<file path="config.mk">
export PLATFORM = sky130hd
export DESIGN_NAME = pci_bridge_err_reporter
export DESIGN_NICKNAME = d
export VERILOG_FILES = /design/src/rtl/pci_perr_pkg.sv /design/src/rtl/perr_event_decode.sv /design/src/rtl/perr_delay_line.sv /design/src/rtl/pci_bridge_err_reporter.sv
export SDC_FILE = /design/constraint.sdc
export NUM_CORES = 1
export LEC_CHECK = 0
export ABC_AREA = 1
export BUFFER_PORTS_ARGS = -buffer_cell sky130_fd_sc_hd__buf_2
export CELL_PAD_IN_SITES_DETAIL_PLACEMENT = 2
export CELL_PAD_IN_SITES_GLOBAL_PLACEMENT = 2
export CORE_AREA = 2 2 43 45
export CTS_BUF_LIST = sky130_fd_sc_hd__clkbuf_8 sky130_fd_sc_hd__clkbuf_16
export CTS_CLUSTER_DIAMETER = 120
export DETAILED_ROUTE_END_ITERATION = 6
export DIE_AREA = 0 0 45 47
export PLACE_DENSITY = 0.58
export SYNTH_ARGS = -nofsm -noshare
export SYNTH_HDL_FRONTEND = slang
export SYNTH_SLANG_ARGS = --single-unit
export TNS_END_PERCENT = 50
</file>
<file path="constraint.sdc">
create_clock -name clk -period 0.8 [get_ports clk]
set_input_delay 0.12 -clock clk [delete_from_list [all_inputs] [get_ports clk]]
set_output_delay 0.12 -clock clk [all_outputs]
set_load 0.01 [all_outputs]
</file>
<file path="src/rtl/pci_perr_pkg.sv">
package pci_perr_pkg;

    typedef enum logic [1:0] {
        XK_READ   = 2'b00,
        XK_PWRITE = 2'b01,
        XK_DWRITE = 2'b10,
        XK_RSVD   = 2'b11
    } xact_kind_e;

    typedef struct packed {
        logic serr_n;
        logic status;
    } top_state_t;

endpackage

</file>
<file path="src/rtl/perr_event_decode.sv">
module perr_event_decode
    import pci_perr_pkg::*;
(
    input  logic       evt_valid,
    input  logic [1:0] evt_kind,
    input  logic       evt_dir,
    input  logic       evt_bus,
    input  logic       evt_own_det,
    input  logic       evt_perr_seen,
    input  logic       cfg_pri_perr_en,
    input  logic       cfg_sec_perr_en,
    input  logic       cfg_serr_en,
    output logic       sperr_hit,
    output logic       serr_hit
);

    logic is_rd, is_pw, is_dw;
    logic sec_own;
    logic both_en;
    logic cross_bus;

    always_comb begin
        is_rd     = (evt_kind == XK_READ);
        is_pw     = (evt_kind == XK_PWRITE);
        is_dw     = (evt_kind == XK_DWRITE);
        both_en   = cfg_pri_perr_en & cfg_sec_perr_en;
        // own checker saw the error on the secondary side with response enabled
        sec_own   = evt_bus & evt_own_det & cfg_sec_perr_en;
        // another agent reported on the far (target) bus of the posted write
        cross_bus = evt_dir ? ~evt_bus : evt_bus;

        sperr_hit = evt_valid & (
                      (is_rd & ~evt_dir & sec_own)
                    | (is_pw &  evt_dir & sec_own)
                    | (is_dw &  evt_dir & (sec_own | (~evt_bus & evt_perr_seen & both_en))));

        serr_hit  = evt_valid & is_pw & evt_perr_seen & ~evt_own_det
                  & cross_bus & both_en & cfg_serr_en;
    end

endmodule

</file>
<file path="src/rtl/perr_delay_line.sv">
module perr_delay_line #(
    parameter int DEPTH = 2
) (
    input  logic clk,
    input  logic rst_n,
    input  logic hit,
    output logic line_n
);

    logic [DEPTH-1:0] stage_d, stage_q;

    generate
        if (DEPTH == 1) begin : g_single
            always_comb stage_d = hit;
        end else begin : g_chain
            always_comb stage_d = {stage_q[DEPTH-2:0], hit};
        end
    endgenerate

    always_ff @(posedge clk or negedge rst_n) begin
        if (!rst_n) stage_q <= '0;
        else        stage_q <= stage_d;
    end

    assign line_n = ~stage_q[DEPTH-1];

endmodule

</file>
<file path="src/rtl/pci_bridge_err_reporter.sv">
module pci_bridge_err_reporter
    import pci_perr_pkg::*;
#(
    parameter int SPERR_LAT = 2
) (
    input  logic       clk,
    input  logic       rst_n,
    input  logic       evt_valid,
    input  logic [1:0] evt_kind,
    input  logic       evt_dir,
    input  logic       evt_bus,
    input  logic       evt_own_det,
    input  logic       evt_perr_seen,
    input  logic       cfg_pri_perr_en,
    input  logic       cfg_sec_perr_en,
    input  logic       cfg_serr_en,
    input  logic       serr_clr,
    output logic       s_perr_n,
    output logic       p_serr_n,
    output logic       serr_status
);

    localparam int LAT_STAGES = (SPERR_LAT < 1) ? 1 : SPERR_LAT;

    logic       sperr_hit, serr_hit;
    top_state_t st_d, st_q;

    perr_event_decode u_dec (
        .evt_valid       (evt_valid),
        .evt_kind        (evt_kind),
        .evt_dir         (evt_dir),
        .evt_bus         (evt_bus),
        .evt_own_det     (evt_own_det),
        .evt_perr_seen   (evt_perr_seen),
        .cfg_pri_perr_en (cfg_pri_perr_en),
        .cfg_sec_perr_en (cfg_sec_perr_en),
        .cfg_serr_en     (cfg_serr_en),
        .sperr_hit       (sperr_hit),
        .serr_hit        (serr_hit)
    );

    perr_delay_line #(.DEPTH(LAT_STAGES)) u_sdly (
        .clk    (clk),
        .rst_n  (rst_n),
        .hit    (sperr_hit),
        .line_n (s_perr_n)
    );

    always_comb begin
        st_d        = st_q;
        st_d.serr_n = ~serr_hit;
        // a new system error outranks a clear in the same cycle
        st_d.status = (st_q.status & ~serr_clr) | serr_hit;
    end

    always_ff @(posedge clk or negedge rst_n) begin
        if (!rst_n) begin
            st_q.serr_n <= 1'b1;
            st_q.status <= 1'b0;
        end else begin
            st_q <= st_d;
        end
    end

    assign p_serr_n    = st_q.serr_n;
    assign serr_status = st_q.status;

endmodule

</file>
==> flow_metrics.py, run 1 <==
metrics = {
    "worst_setup_path": {
        "r2r_cells": 2,
        "cp_num_cells": 1,
        "r2r_end": "serr_status",
        "crit_type": "reg2out",
        "cp-start-kind": "flop",
        "crit_family": "flip-flops",
        "crit_slowest_cell": "dfstp_2",
        "path_buf_inv": 1,
        "crit_fanout": 1,
        "required_ns": 0.68,
        "r2r_slack_ns": 0.21,
        "reg2reg_from": "serr_status",
        "cpPeakStageDelay_ns": 0.51,
        "crit_chain": "buf_6",
        "arrival_ns": 0.82,
        "endpoint_kind": "primary output",
    },
    "yosys": {
        "synth_seq_cells": 4,
        "syn_avg_cell_area_um2": 7.10,
        "synthFlopType": "dfrtp_1",
        "synthTopCellsByCount": "8 x inv_1, 8 x nand2_1, 3 x dfrtp_1, 3 x nand3_1, 3 x nor2_1",
        "yosysUniqueCellTypes": 10,
        "netlist.area_leader.share_pct": 34.1,
        "seq_area_frac_synth_pct": 46.0,
        "yosysTopAreaCell": "dfrtp_1",
        "syn_nets": 44,
        "synthCells": 31,
        "syn_area_um2": 220,
        "synth_edf_count": 0,
        "ys_warn_count": 0,
        "synthArstFlopShare_pct": 100,
        "synth_area_leaders": "dfrtp_1 34%, inv_1 14%, nand2_1 14%",
    },
    "clock_network": {
        "cts_htree_levels": 1,
        "tritoncts": "yes",
        "clk_path_buf_depth": 2,
        "cts_setup_buffers": 0,
        "clock_latency_ns": 0.22,
        "clkTransAtPathRegs_ns": 0.03,
        "cts_buffers": 3,
        "clkSinkCount": 4,
        "cts-root-buf": "clkbuf_8",
    },
    "placement": {
        "dp.cells": 63,
        "place_congestion": 0.682,
        "port_buffers": 15,
        "dp_hpwl_um": 551,
    },
    "run_status": {
        "violations": "setup timing",
        "status": "finished, violations left",
    },
    "floorplanning": {
        "die_area_um2": 2120,
        "initial_core_util_pct": 13.3,
        "fp.coreArea_um2": 1650,
        "die_y_um": 47,
        "die_w_um": 45,
        "ioPinCount": 16,
        "rows": 15,
    },
    "worst_hold_path": {
        "whs_path_depth": 2,
        "hold_path.class": "in2reg",
        "hold_end": "serr_status",
        "min-delay-start": "serr_clr",
    },
    "route": {
        "first_pass_iters": 1,
        "drt-total-wl_um": 636,
        "vias_per_cell": 3.97,
        "postRouteAntennaNets": 0,
        "dr.first_iter.drc_count": 0,
        "via_count": 270,
        "drc": 0,
        "drt-wirelength-per-cell_um": 9.35,
    },
    "timing": {
        "fin_ws_ns": -0.139,
        "maxSlewHeadroom_pct": 90.5,
        "tightestPinTransition_ns": 0.142,
        "fin_crit_sh_pct": 117,
        "hold_violations": 0,
        "finalCriticalPeriod_ns": 0.939,
        "rsz0062_at_grt": "yes",
        "fin_skew_ns": 0.00000423,
        "setup_viol": 3,
        "finalMaxSlewViolations": 0,
        "setup-tns-final_ns": -0.211,
        "fmax_mhz": 1060,
    },
    "global_routing": {
        "gr-total-overflow": 0,
        "grt_pass1_wl_um": 1120,
        "grt_pass1_vias": 265,
        "antenna_found_initial": 0,
        "grt_usage_pct": 7.81,
        "grt_max_degree": 5,
    },
    "cells_and_area": {
        "final_layout_size_suffix_gt1_share_pct": 39.2,
        "multi_input_area_um2": 88.8,
        "fillers": 210,
        "final_nets": 65,
        "n_antenna_cell": 0,
        "syn_to_final_growth_pct": 71.6,
        "seq_area_um2": 101,
        "final_cells": 68,
    },
    "run": {
        "drv_cap": 0,
    },
    "power_and_ir_drop": {
        "ir_drop_mv": 0.369,
        "p_per_area_nw_per_um2": 1900,
        "p_leak_nw": 0.221,
    },
}
per-stage QoR:
| step | setup slack, ns | power, W | utilization (%) | hold WS, ns | instance area [um^2] |
|---|---|---|---|---|---|
| floorplan | 0.160 | 0.000235 | - | -0.176 | 220 |
| global placement | 0.0782 | 0.000281 | 19.2 | -0.0737 | 317 |
| detailed placement | 0.0454 | 0.000283 | 19.2 | -0.0696 | 317 |
| CTS | -0.148 | 0.000742 | 22.9 | 0.0825 | 378 |
| global route | -0.153 | 0.000760 | 22.9 | 0.0945 | 378 |
| finish | -0.139 | 0.000718 | 22.9 | 0.0857 | 378 |
state kept, by name, indices dropped and copies added (netlist names):
register        count
p_serr_n            1
serr_status         1
u_sdly.stage_q      2
kinds of logic after synthesis:
| family | count (synthesis) | share of synthesized area (%) |
|---|---|---|
| DFF | 4 | 46.0 |
| buffers and inverters | 8 | 13.6 |
| xor gates and xnor gates | 1 | 3.98 |
| AOI/OAI and AO/OA | 3 | 8.52 |
| and+or+nand+nor | 15 | 27.8 |
worst max path at each step:
stage	to	from	slack, ns
final	p_serr_n	p_serr_n	-0.14
after global routing	p_serr_n	p_serr_n	-0.15
after CTS	p_serr_n	p_serr_n	-0.15
after detailed placement	u_sdly.stage_q[0]	evt_kind[0]	0.05
after global placement	p_serr_n	p_serr_n	0.08
after floorplan	p_serr_n	p_serr_n	0.16
area by class of cell:
class	instances	area share, %
Clock buffer	3	10.9
Timing Repair Buffer	16	24.2
Tap cell	17	5.63
Inverter	8	7.95
Multi-Input combinational cell	19	23.5
Sequential cell	4	26.8
Clock inverter	1	0.993
where the power goes:
part           switching, W  internal [W]
Clock              0.000108      0.000327
Sequential      0.000000619      0.000206
Combinational     0.0000385     0.0000370
timing repair:
item | 4_1_cts | 5_1_grt
endpoints found under the setup margin | 3 | 3
resized for setup | 1 | 0
hold endpoints to repair | 4 | 0
hold buffers | 1 | 0
cloned | 0 | 0
layout by cell type (no fill, tap or decap), drive strengths merged:
master       count
a21oi            2
o21ai            1
nor2             3
dfrtp            3
nor3             1
nand2            8
xor2             1
inv              9
clkbuf           3
dlygate4sd3      1
dfstp            1
buf             15
nand3            3
layer usage:
metal	GRT usage [%]	up-vias	share of wire, %
met4	7.06	0	0
li1	-	133	-
met3	1.15	0	7.5
met1	8.76	127	37
met5	0	-	0
met2	12.9	10	55
Note: power is estimated with default switching activity, not from simulation.
==> inputs of run 2 (changes only) <==
SETUP_SLACK_MARGIN = 0.5   (was not set)
==> flow_metrics.py, run 2 (synthesis gave the netlist of run 1 again) <==
metrics = {
    "worst_setup_path": {
        "crit_chain": "buf_6",
        "reg2reg_from": "serr_status",
        "required_ns": 0.68,
        "path_buf_inv": 1,
        "crit_family": "flip-flops",
        "crit_type": "reg2out",
        "endpoint_kind": "primary output",
        "cpPeakStageDelay_ns": 0.51,
        "crit_slowest_cell": "dfstp_2",
        "arrival_ns": 0.82,
        "cp-startpoint": "p_serr_n",
        "cp-start-kind": "flop",
        "crit_fanout": 1,
    },
    "placement": {
        "dpl_worst_slack_ns": 0.0715,
        "dp_hpwl_um": 528,
        "port_buffers": 15,
        "placed_cell_area_um2": 317,
        "place_congestion": 0.715,
    },
    "clock_network": {
        "clock_latency_ns": 0.22,
        "clk_path_buf_depth": 2,
        "tritoncts": "yes",
        "cts_htree_levels": 1,
        "clkSinkCount": 4,
        "cts-root-buf": "clkbuf_8",
        "cts_buffers": 3,
        "clkTransAtPathRegs_ns": 0.03,
    },
    "timing": {
        "hold_violations": 4,
        "rsz0062_at_grt": "yes",
        "fmax_mhz": 1070,
        "fin_skew_ns": 0.00000641,
        "holdWs_ns": -0.301,
        "setup_viol": 3,
        "fin_crit_sh_pct": 117,
        "finalMaxSlewViolations": 0,
        "fin_ws_ns": -0.137,
        "maxSlewHeadroom_pct": 90.9,
        "finalCriticalPeriod_ns": 0.937,
        "tightestPinTransition_ns": 0.136,
    },
    "floorplanning": {
        "initial_core_util_pct": 13.3,
        "ioPinCount": 16,
        "rows": 15,
        "die_w_um": 45,
        "die_area_um2": 2120,
        "die_y_um": 47,
        "fp.coreArea_um2": 1650,
    },
    "global_routing": {
        "use_met2_pct": 10.6,
        "gr-total-overflow": 0,
        "busiest_layer": "met2",
        "use_met3_pct": 1.15,
        "grt_usage_pct": 6.54,
        "grt_max_degree": 5,
        "grt_use_met1_pct": 7.60,
        "grt_pass1_wl_um": 966,
        "grt_pass1_vias": 261,
        "antenna_found_initial": 0,
    },
    "cells_and_area": {
        "final_nets": 65,
        "regMostFlops": "u_sdly.stage_q",
        "final_cell_mix": "8 x buf_6, 6 x nand2_1, 6 x inv_1, 5 x buf_2",
        "n_antenna_cell": 0,
        "syn_to_final_growth_pct": 106,
        "fin_util_pct": 27.5,
        "final_layout_size_suffix_gt1_share_pct": 58.8,
        "final_cell_area_um2": 454,
        "final_common_cell": "buf_6",
        "fillers": 208,
        "largest_reg_flops": 2,
    },
    "route": {
        "drc": 0,
        "dr.first_iter.drc_count": 2,
        "drt-wirelength-per-cell_um": 8.79,
        "first_pass_iters": 2,
        "via_count": 256,
        "postRouteAntennaNets": 0,
        "vias_per_cell": 3.76,
        "drt-total-wl_um": 598,
    },
    "power_and_ir_drop": {
        "power_w": 0.000748,
        "ir_drop_mv": 0.386,
        "p_per_area_nw_per_um2": 1650,
        "p_leak_nw": 0.245,
    },
    "run_status": {
        "status": "finished, violations left",
        "violations": "hold timing, setup timing",
    },
    "worst_hold_path": {
        "hold_path.class": "in2async",
    },
    "run": {
        "drv_cap": 0,
    },
}
## run 2: report_power, final
| part | leakage [nW] | internal (W) | switching, W |
|---|---|---|---|
| logic | 0.166 | 0.0000631 | 0.0000442 |
| clock network | 0.0269 | 0.000327 | 0.000107 |
| registers | 0.0522 | 0.000206 | 0.000000727 |
## run 2: cell type report
class,instances,area [um^2],share of cell area (%)
Clock inverter,1,3.75,0.826
Sequential cell,4,101,22.3
Multi-Input combinational cell,19,111,24.5
Tap cell,17,21.3,4.68
Timing Repair Buffer,16,145,32.0
Clock buffer,3,41.3,9.09
Inverter,8,30.0,6.61
## run 2: final timing paths
| path | slack, ns | endpoint | cells past startpoint |
|---|---|---|---|
| max in group asynchronous | 0.90 | p_serr_n | 1 |
| worst min-delay path | -0.30 | u_sdly.stage_q[1] | 1 |
| worst max register to register | 0.12 | serr_status | 3 |
| worst max-delay path | -0.14 | p_serr_n | 1 |
| min in group clk | 0.09 | serr_status | 2 |
| worst min register to register | 0.34 | u_sdly.stage_q[1] | 0 |
## run 2: stage by stage
step / setup TNS (ns) / instances
after floorplan: 0 / 31
after global placement: 0 / 63
after detailed placement: 0 / 63
after CTS: -0.227 / 68
after global routing: -0.275 / 68
final: -0.203 / 68
## run 2: timing repair
item,4_1_cts,5_1_grt
gates resized for setup,11,12
setup endpoints to repair,7,7
endpoints found under the hold margin,4,4
cloned,0,0
buffers inserted,1,0
pin swaps,8,8
## run 2: layer usage
layer	wire, um	vias up
li1	-	131
met1	247	112
met2	276	13
met3	73	0
met4	0	0
met5	0	-
